**src/rtl/ric_pkg.sv**
```systemverilog
// ric_pkg: shared field positions and types for the reset/idle controller.
// Assumes a register word of at least 9 bits.
package ric_pkg;

    // Field positions inside the configuration word
    localparam int BIT_AUTOGATE = 0;
    localparam int BIT_SRST     = 1;
    localparam int BIT_MODE_LO  = 3;
    localparam int BIT_MODE_HI  = 4;
    localparam int BIT_KEEPCLK  = 8;

    // Clock-stop answer policy
    typedef enum logic [1:0] {
        IDLE_FORCE = 2'd0,
        IDLE_NEVER = 2'd1,
        IDLE_SMART = 2'd2,
        IDLE_RSVD  = 2'd3
    } idle_mode_e;

    // Decoded configuration state
    typedef struct packed {
        logic       keep_clk;
        idle_mode_e mode;
        logic       soft_rst;
        logic       auto_gate;
    } cfg_t;

endpackage

```
**src/rtl/ric_cfg_reg.sv**
```systemverilog
// ric_cfg_reg: configuration word storage and read-back formatting.
// Assumes wr_en is already qualified by the address decode. A reset
// trigger written while a sequence runs is dropped.
module ric_cfg_reg
    import ric_pkg::*;
#(
    parameter int DATA_W = 32
) (
    input  logic              clk,
    input  logic              rst_n,
    input  logic              wr_en,
    input  logic [DATA_W-1:0] wdata,
    input  logic              seq_active,
    input  logic              seq_end,
    output cfg_t              cfg,
    output logic              start,
    output logic [DATA_W-1:0] rdata
);

    // Bits that carry no field are discarded
    logic unused_wdata;
    assign unused_wdata = ^{wdata[DATA_W-1:BIT_KEEPCLK+1],
                            wdata[BIT_KEEPCLK-1:BIT_MODE_HI+1],
                            wdata[BIT_MODE_LO-1:BIT_SRST+1]};

    // A new sequence starts only when none is running
    assign start = wr_en && wdata[BIT_SRST] && !seq_active;

    // Field storage with hardware reset values
    always_ff @(posedge clk) begin
        if (!rst_n) begin
            cfg.auto_gate <= 1'b1;
            cfg.mode      <= IDLE_SMART;
            cfg.keep_clk  <= 1'b0;
        end else if (wr_en) begin
            cfg.auto_gate <= wdata[BIT_AUTOGATE];
            cfg.mode      <= idle_mode_e'(wdata[BIT_MODE_HI:BIT_MODE_LO]);
            cfg.keep_clk  <= wdata[BIT_KEEPCLK];
        end
    end

    // Self-clearing reset trigger
    always_ff @(posedge clk) begin
        if (!rst_n)       cfg.soft_rst <= 1'b0;
        else if (start)   cfg.soft_rst <= 1'b1;
        else if (seq_end) cfg.soft_rst <= 1'b0;
    end

    // Read-back with all unused bits at zero
    always_comb begin
        rdata                           = '0;
        rdata[BIT_AUTOGATE]             = cfg.auto_gate;
        rdata[BIT_SRST]                 = cfg.soft_rst;
        rdata[BIT_MODE_HI:BIT_MODE_LO]  = cfg.mode;
        rdata[BIT_KEEPCLK]              = cfg.keep_clk;
    end

endmodule

```
**src/rtl/ric_reset_seq.sv**
```systemverilog
// ric_reset_seq: holds the internal reset for RST_CYCLES clocks.
// Runs once out of hardware reset and again on each start pulse.
// Assumes RST_CYCLES >= 2 and that start only arrives while idle.
module ric_reset_seq #(
    parameter int RST_CYCLES = 8
) (
    input  logic clk,
    input  logic rst_n,
    input  logic start,
    output logic active,
    output logic seq_end
);

    localparam int             CNT_W = $clog2(RST_CYCLES);
    localparam logic [CNT_W-1:0] LAST = CNT_W'(RST_CYCLES - 1);

    logic [CNT_W-1:0] cnt;

    assign seq_end = active && (cnt == LAST);

    // Cycle counter for the reset hold window
    always_ff @(posedge clk) begin
        if (!rst_n) begin
            active <= 1'b1;
            cnt    <= '0;
        end else if (start) begin
            active <= 1'b1;
            cnt    <= '0;
        end else if (seq_end) begin
            active <= 1'b0;
            cnt    <= '0;
        end else if (active) begin
            cnt    <= cnt + 1'b1;
        end
    end

endmodule

```
**src/rtl/ric_idle_hs.sv**
```systemverilog
// ric_idle_hs: answers the clock-stop request according to the policy.
// The activity-based answer is latched one cycle after its conditions
// hold and is released combinationally when the request falls.
module ric_idle_hs
    import ric_pkg::*;
(
    input  logic       clk,
    input  logic       rst_n,
    input  idle_mode_e mode,
    input  logic       req,
    input  logic       busy,
    input  logic       rst_active,
    output logic       ack
);

    logic smart;
    logic granted_q;

    // The reserved code falls back to the activity-based policy
    assign smart = (mode == IDLE_SMART) || (mode == IDLE_RSVD);

    // Activity-based grant, held until the request drops
    always_ff @(posedge clk) begin
        if (!rst_n) granted_q <= 1'b0;
        else        granted_q <= req && smart && (granted_q || (!busy && !rst_active));
    end

    // Final acknowledge per policy
    always_comb begin
        unique case (mode)
            IDLE_FORCE: ack = req;
            IDLE_NEVER: ack = 1'b0;
            default:    ack = req && granted_q;
        endcase
    end

endmodule

```
**src/rtl/rst_idle_ctrl.sv**
```systemverilog
// rst_idle_ctrl: software reset and clock-stop handshake for a
// peripheral. Word 0 is configuration, word 1 is status, other words
// read zero. Read data is combinational on the address.
module rst_idle_ctrl
    import ric_pkg::*;
#(
    parameter int DATA_W     = 32,
    parameter int ADDR_W     = 2,
    parameter int RST_CYCLES = 8
) (
    input  logic              clk,
    input  logic              rst_n,
    input  logic              reg_wr_en,
    input  logic [ADDR_W-1:0] reg_addr,
    input  logic [DATA_W-1:0] reg_wdata,
    output logic [DATA_W-1:0] reg_rdata,
    input  logic              busy_i,
    input  logic              bus_active_i,
    input  logic              idle_req_i,
    output logic              idle_ack_o,
    output logic              core_rst_n_o,
    output logic              clk_en_o
);

    localparam logic [ADDR_W-1:0] CFG_ADDR  = '0;
    localparam logic [ADDR_W-1:0] STAT_ADDR = ADDR_W'(1);

    cfg_t              cfg_q;
    logic              cfg_wr;
    logic              seq_start;
    logic              seq_active;
    logic              seq_end;
    logic              ack;
    logic [DATA_W-1:0] cfg_rdata;

    assign cfg_wr = reg_wr_en && (reg_addr == CFG_ADDR);

    ric_cfg_reg #(.DATA_W(DATA_W)) u_cfg (
        .clk        (clk),
        .rst_n      (rst_n),
        .wr_en      (cfg_wr),
        .wdata      (reg_wdata),
        .seq_active (seq_active),
        .seq_end    (seq_end),
        .cfg        (cfg_q),
        .start      (seq_start),
        .rdata      (cfg_rdata)
    );

    ric_reset_seq #(.RST_CYCLES(RST_CYCLES)) u_seq (
        .clk     (clk),
        .rst_n   (rst_n),
        .start   (seq_start),
        .active  (seq_active),
        .seq_end (seq_end)
    );

    ric_idle_hs u_idle (
        .clk        (clk),
        .rst_n      (rst_n),
        .mode       (cfg_q.mode),
        .req        (idle_req_i),
        .busy       (busy_i),
        .rst_active (seq_active),
        .ack        (ack)
    );

    // Register read multiplexer
    always_comb begin
        if (reg_addr == CFG_ADDR)       reg_rdata = cfg_rdata;
        else if (reg_addr == STAT_ADDR) reg_rdata = {{(DATA_W-1){1'b0}}, !seq_active};
        else                            reg_rdata = '0;
    end

    assign idle_ack_o   = ack;
    assign core_rst_n_o = !seq_active;

    // Clock request: gating off, activity, or idle with keep-clock hint
    assign clk_en_o = !cfg_q.auto_gate || bus_active_i || busy_i ||
                      (ack && cfg_q.keep_clk);

endmodule

```
**config.mk**
```make
export PLATFORM = sky130hd
export DESIGN_NAME = rst_idle_ctrl
export DESIGN_NICKNAME = d
export VERILOG_FILES = /design/src/rtl/ric_pkg.sv /design/src/rtl/ric_cfg_reg.sv /design/src/rtl/ric_reset_seq.sv /design/src/rtl/ric_idle_hs.sv /design/src/rtl/rst_idle_ctrl.sv
export SDC_FILE = /design/constraint.sdc
export NUM_CORES = 1
export LEC_CHECK = 0
export ABC_AREA = 1
export ABC_CLOCK_PERIOD_IN_PS = 1300
export CAP_MARGIN = 20
export CELL_PAD_IN_SITES_DETAIL_PLACEMENT = 0
export CELL_PAD_IN_SITES_GLOBAL_PLACEMENT = 2
export CORE_MARGIN = 8
export CORE_UTILIZATION = 16
export DETAILED_ROUTE_END_ITERATION = 10
export GPL_ROUTABILITY_DRIVEN = 0
export GPL_TIMING_DRIVEN = 0
export PLACE_DENSITY = 0.84
export SYNTH_ARGS = -nofsm -noshare
export SYNTH_HDL_FRONTEND = slang
export SYNTH_HIERARCHICAL = 1
export SYNTH_SLANG_ARGS = --single-unit
export TNS_END_PERCENT = 100
```
**constraint.sdc**
```tcl
create_clock -name clk -period 1.3 [get_ports clk]
set_input_delay 0.195 -clock clk [delete_from_list [all_inputs] [get_ports clk]]
set_output_delay 0.195 -clock clk [all_outputs]
set_load 0.05 [all_outputs]
```
==> results.json, run 1 <==
{
  "cp-end-kind": "output pin",
  "via_per_inst": 3.09,
  "rsz0062_at_grt": "yes",
  "yosys.cell_types.count": 20,
  "cts_tree": "done",
  "clk_latency_ps": 230,
  "drc": 0,
  "io_pins": 75,
  "crit_type": "reg2out",
  "diodes": 0,
  "p_leak_nw": 0.808,
  "first_pass_iters": 2,
  "root_buffer": "clkbuf_8",
  "avgSynthCellArea_um2": 5.95,
  "start_util_pct": 16.6,
  "cts_hold_buf": 0,
  "slowest_stage": "dfxtp_2",
  "wirelength_um": 2360,
  "finalHoldViolCount": 0,
  "htree_levels": 1,
  "cp_data_arrival_time_ps": 1080,
  "fillers": 729,
  "fmax_mhz": 786,
  "slew_violations": 0,
  "maxSlewHeadroom_pct": 36.9,
  "hold_class": "in2reg",
  "p_per_area_mw_per_mm2": 736,
  "regToRegSetupSlack_ps": 150,
  "synthXorXnorAreaFrac_pct": 0,
  "path_max_fanout": 5,
  "synth_compound_area_share_pct": 2.26,
  "grt_pass1_vias": 889,
  "worstMarginPinSlew_ps": 943,
  "ant_nets": 0,
  "power_mw": 1.15,
  "core_mm2": 0.00635,
  "yosysSeqAreaShare_pct": 19.0,
  "dp.cells": 300,
  "path_common_cell": "nand2_1",
  "synthAdderAreaFrac_pct": 2.38,
  "dr_total_vias": 949,
  "setup_viol": 0,
  "crit_chain": "nor2_1 -> nand2_1 -> nand2_2 -> nand2_1 -> nand3_2 -> buf_8",
  "synthCells": 177,
  "r2r_start": "u_seq/cnt[0]",
  "fp.dieH_um": 97.1,
  "critical-path-top-delay-family": "simple AND/OR/NAND/NOR gates",
  "grt_pass1_wl_um": 4050,
  "wl_per_cell_um": 7.70,
  "die_x_um": 97.1,
  "syn_to_final_growth_pct": 47.7,
  "syn_area_mm2": 0.00105,
  "finClkSkew_ps": 2.21,
  "synth_simple_gate_area_share_pct": 31.7,
  "start_kind": "flip-flop",
  "status": "completed",
  "final_cell_mix": "inv_1, nor2_1, buf_4",
  "vdd_drop_max_mv": 0.226,
  "grt_max_degree": 12,
  "clock_path_buffers": 2,
  "nets": 273,
  "fin_crit_sh_pct": 97.9,
  "drive_gt1_share_pct": 32.2,
  "antenna_found_initial": 0,
  "synth_top_family_by_area": "buffers and inverters",
  "max_stage_delay_ps": 330,
  "maxCapViolations": 0,
  "hold_path_startpoint": "idle_req_i",
  "crit_required_ps": 1110,
  "rr_endpoint": "u_seq/cnt[2]",
  "rr_worst_depth": 6,
  "final_common_cell": "inv_1",
  "final_cells": 307,
  "cts_buffers": 3,
  "layout_min_cycle_time_ps": 1270,
  "min_to": "u_idle/granted_q",
  "port_buffers": 20,
  "rows": 29,
  "yosysWarnings": 6,
  "synthMuxAreaShare_pct": 0,
  "ys_seq_elements": 10,
  "grt_overflow": 0,
  "die_area_mm2": 0.00944,
  "cts.clk_slew.worst_paths_ps": 50,
  "hold_depth": 3,
  "crit_buf_inv": 1,
  "drt_iter0_markers": 16,
  "clkSinkCount": 10,
  "track_usage_pct": 5.24,
  "dpl.hpwl_um": 2060
}
## report_power, final
group	internal [mW]	total (mW)	switching, mW	leakage, nW
Combinational	0.162	0.429	0.268	0.698
Sequential	0.322	0.334	0.0116	0.0813
Clock	0.266	0.383	0.117	0.0288
Total	0.749	1.15	0.397	0.808
## Yosys cell counts
library cell   n  area (µm²)
nand2_4        1        11.3
nand2_1       16        60.1
buf_8          1        15.0
nand3_1        5        25.0
ha_1           2        25.0
clkinv_1       2        7.51
inv_2          2        7.51
clkinv_2       1        5.00
nand3_2        1        10.0
nor2_1        41         154
a21oi_2        1        8.76
nor2_4         1        11.3
nand2_2        1        6.26
buf_6          2        22.5
conb_1         1        3.75
dfxtp_1       10         200
inv_1         45         169
nor2_2         9        56.3
o21ai_0        3        15.0
buf_4         32         240
## stage by stage
step | worst slack, ps | TNS (ps) | hold slack [ps] | instance area, µm² | util, %
2_1_floorplan | 64.5 | 0 | 279 | 1160 | -
3_3_place_gp | -768 | -8220 | 456 | 1460 | 23.0
3_5_place_dp | -759 | -8160 | 461 | 1460 | 23.0
4_1_cts | 1.15 | 0 | 378 | 1550 | 24.4
5_1_grt | -60.4 | -69.6 | 401 | 1560 | 24.5
6_report | 27.3 | 0 | 379 | 1560 | 24.5
## layout make-up
class,instances,area [µm²],share of cell area (%)
multi-input combinational,108,499,32.1
buffer,35,283,18.2
timing repair buffer,23,226,14.5
sequential,10,208,13.3
inverter,50,189,12.1
tap,77,96.3,6.19
clock buffer,4,55.1,3.54
## cell families (layout without fill, tap and decap cells)
logic type,after synthesis,after routing
AO/OA/AOI/OAI,4,4
adder cells (fa/ha/maj),2,2
other,1,27
flip-flops,10,10
buffers and inverters,85,112
AND/OR/NAND/NOR,75,75
## worst max-delay path by stage
stage / from / end / slack [ps] / depth (start not counted)
floorplan: u_cfg/cfg[3] / clk_en_o / 60 / 5
global placement: reg_addr[0] / reg_rdata[1] / -770 / 6
detailed placement: reg_addr[0] / reg_rdata[8] / -760 / 6
CTS: u_seq/active / core_rst_n_o / 1 / 2
global route: u_cfg/cfg[3] / clk_en_o / -60 / 6
finish: u_cfg/cfg[3] / clk_en_o / 30 / 6
## routing by layer
metal	routed length (µm)	GRT usage [%]	vias up
met5	0	0	-
met4	14	1.42	0
met3	247	2.06	2
met2	1110	8.85	30
met1	990	5.94	381
li1	-	-	536
## what timing repair did
| action | in CTS | in global routing |
|---|---|---|
| pin swaps | 1 | 0 |
| gates resized for setup | 57 | 4 |
| setup endpoints to repair | 16 | 5 |
| setup buffers | 3 | 0 |
## worst reg2reg max path: stages (launching register included)
cell and delay, ps:
dfxtp_1 320, ha_1 210, ha_1 270, nand2_1 70, clkinv_1 50, nor2_1 90, nor2_1 40
## state kept, by name, indices dropped and copies added, names as in the netlist
name / cells
u_seq/active: 1
u_idle/granted_q: 1
u_cfg/cfg: 5
u_seq/cnt: 3
Note: power is estimated with default switching activity, not from simulation.
==> inputs of run 2 (changes only) <==
--- a/config.mk
+++ b/config.mk
@@ -15,6 +15,7 @@
 export DETAILED_ROUTE_END_ITERATION = 10
 export GPL_ROUTABILITY_DRIVEN = 0
 export GPL_TIMING_DRIVEN = 0
+export MAX_ROUTING_LAYER = met4
 export PLACE_DENSITY = 0.84
 export SYNTH_ARGS = -nofsm -noshare
 export SYNTH_HDL_FRONTEND = slang
==> results of run 2 <==
Final layout, timing and power as in run 1 (identical DEF).
Main changes from that run: overall routing resource usage 5.24% -> 5.38%
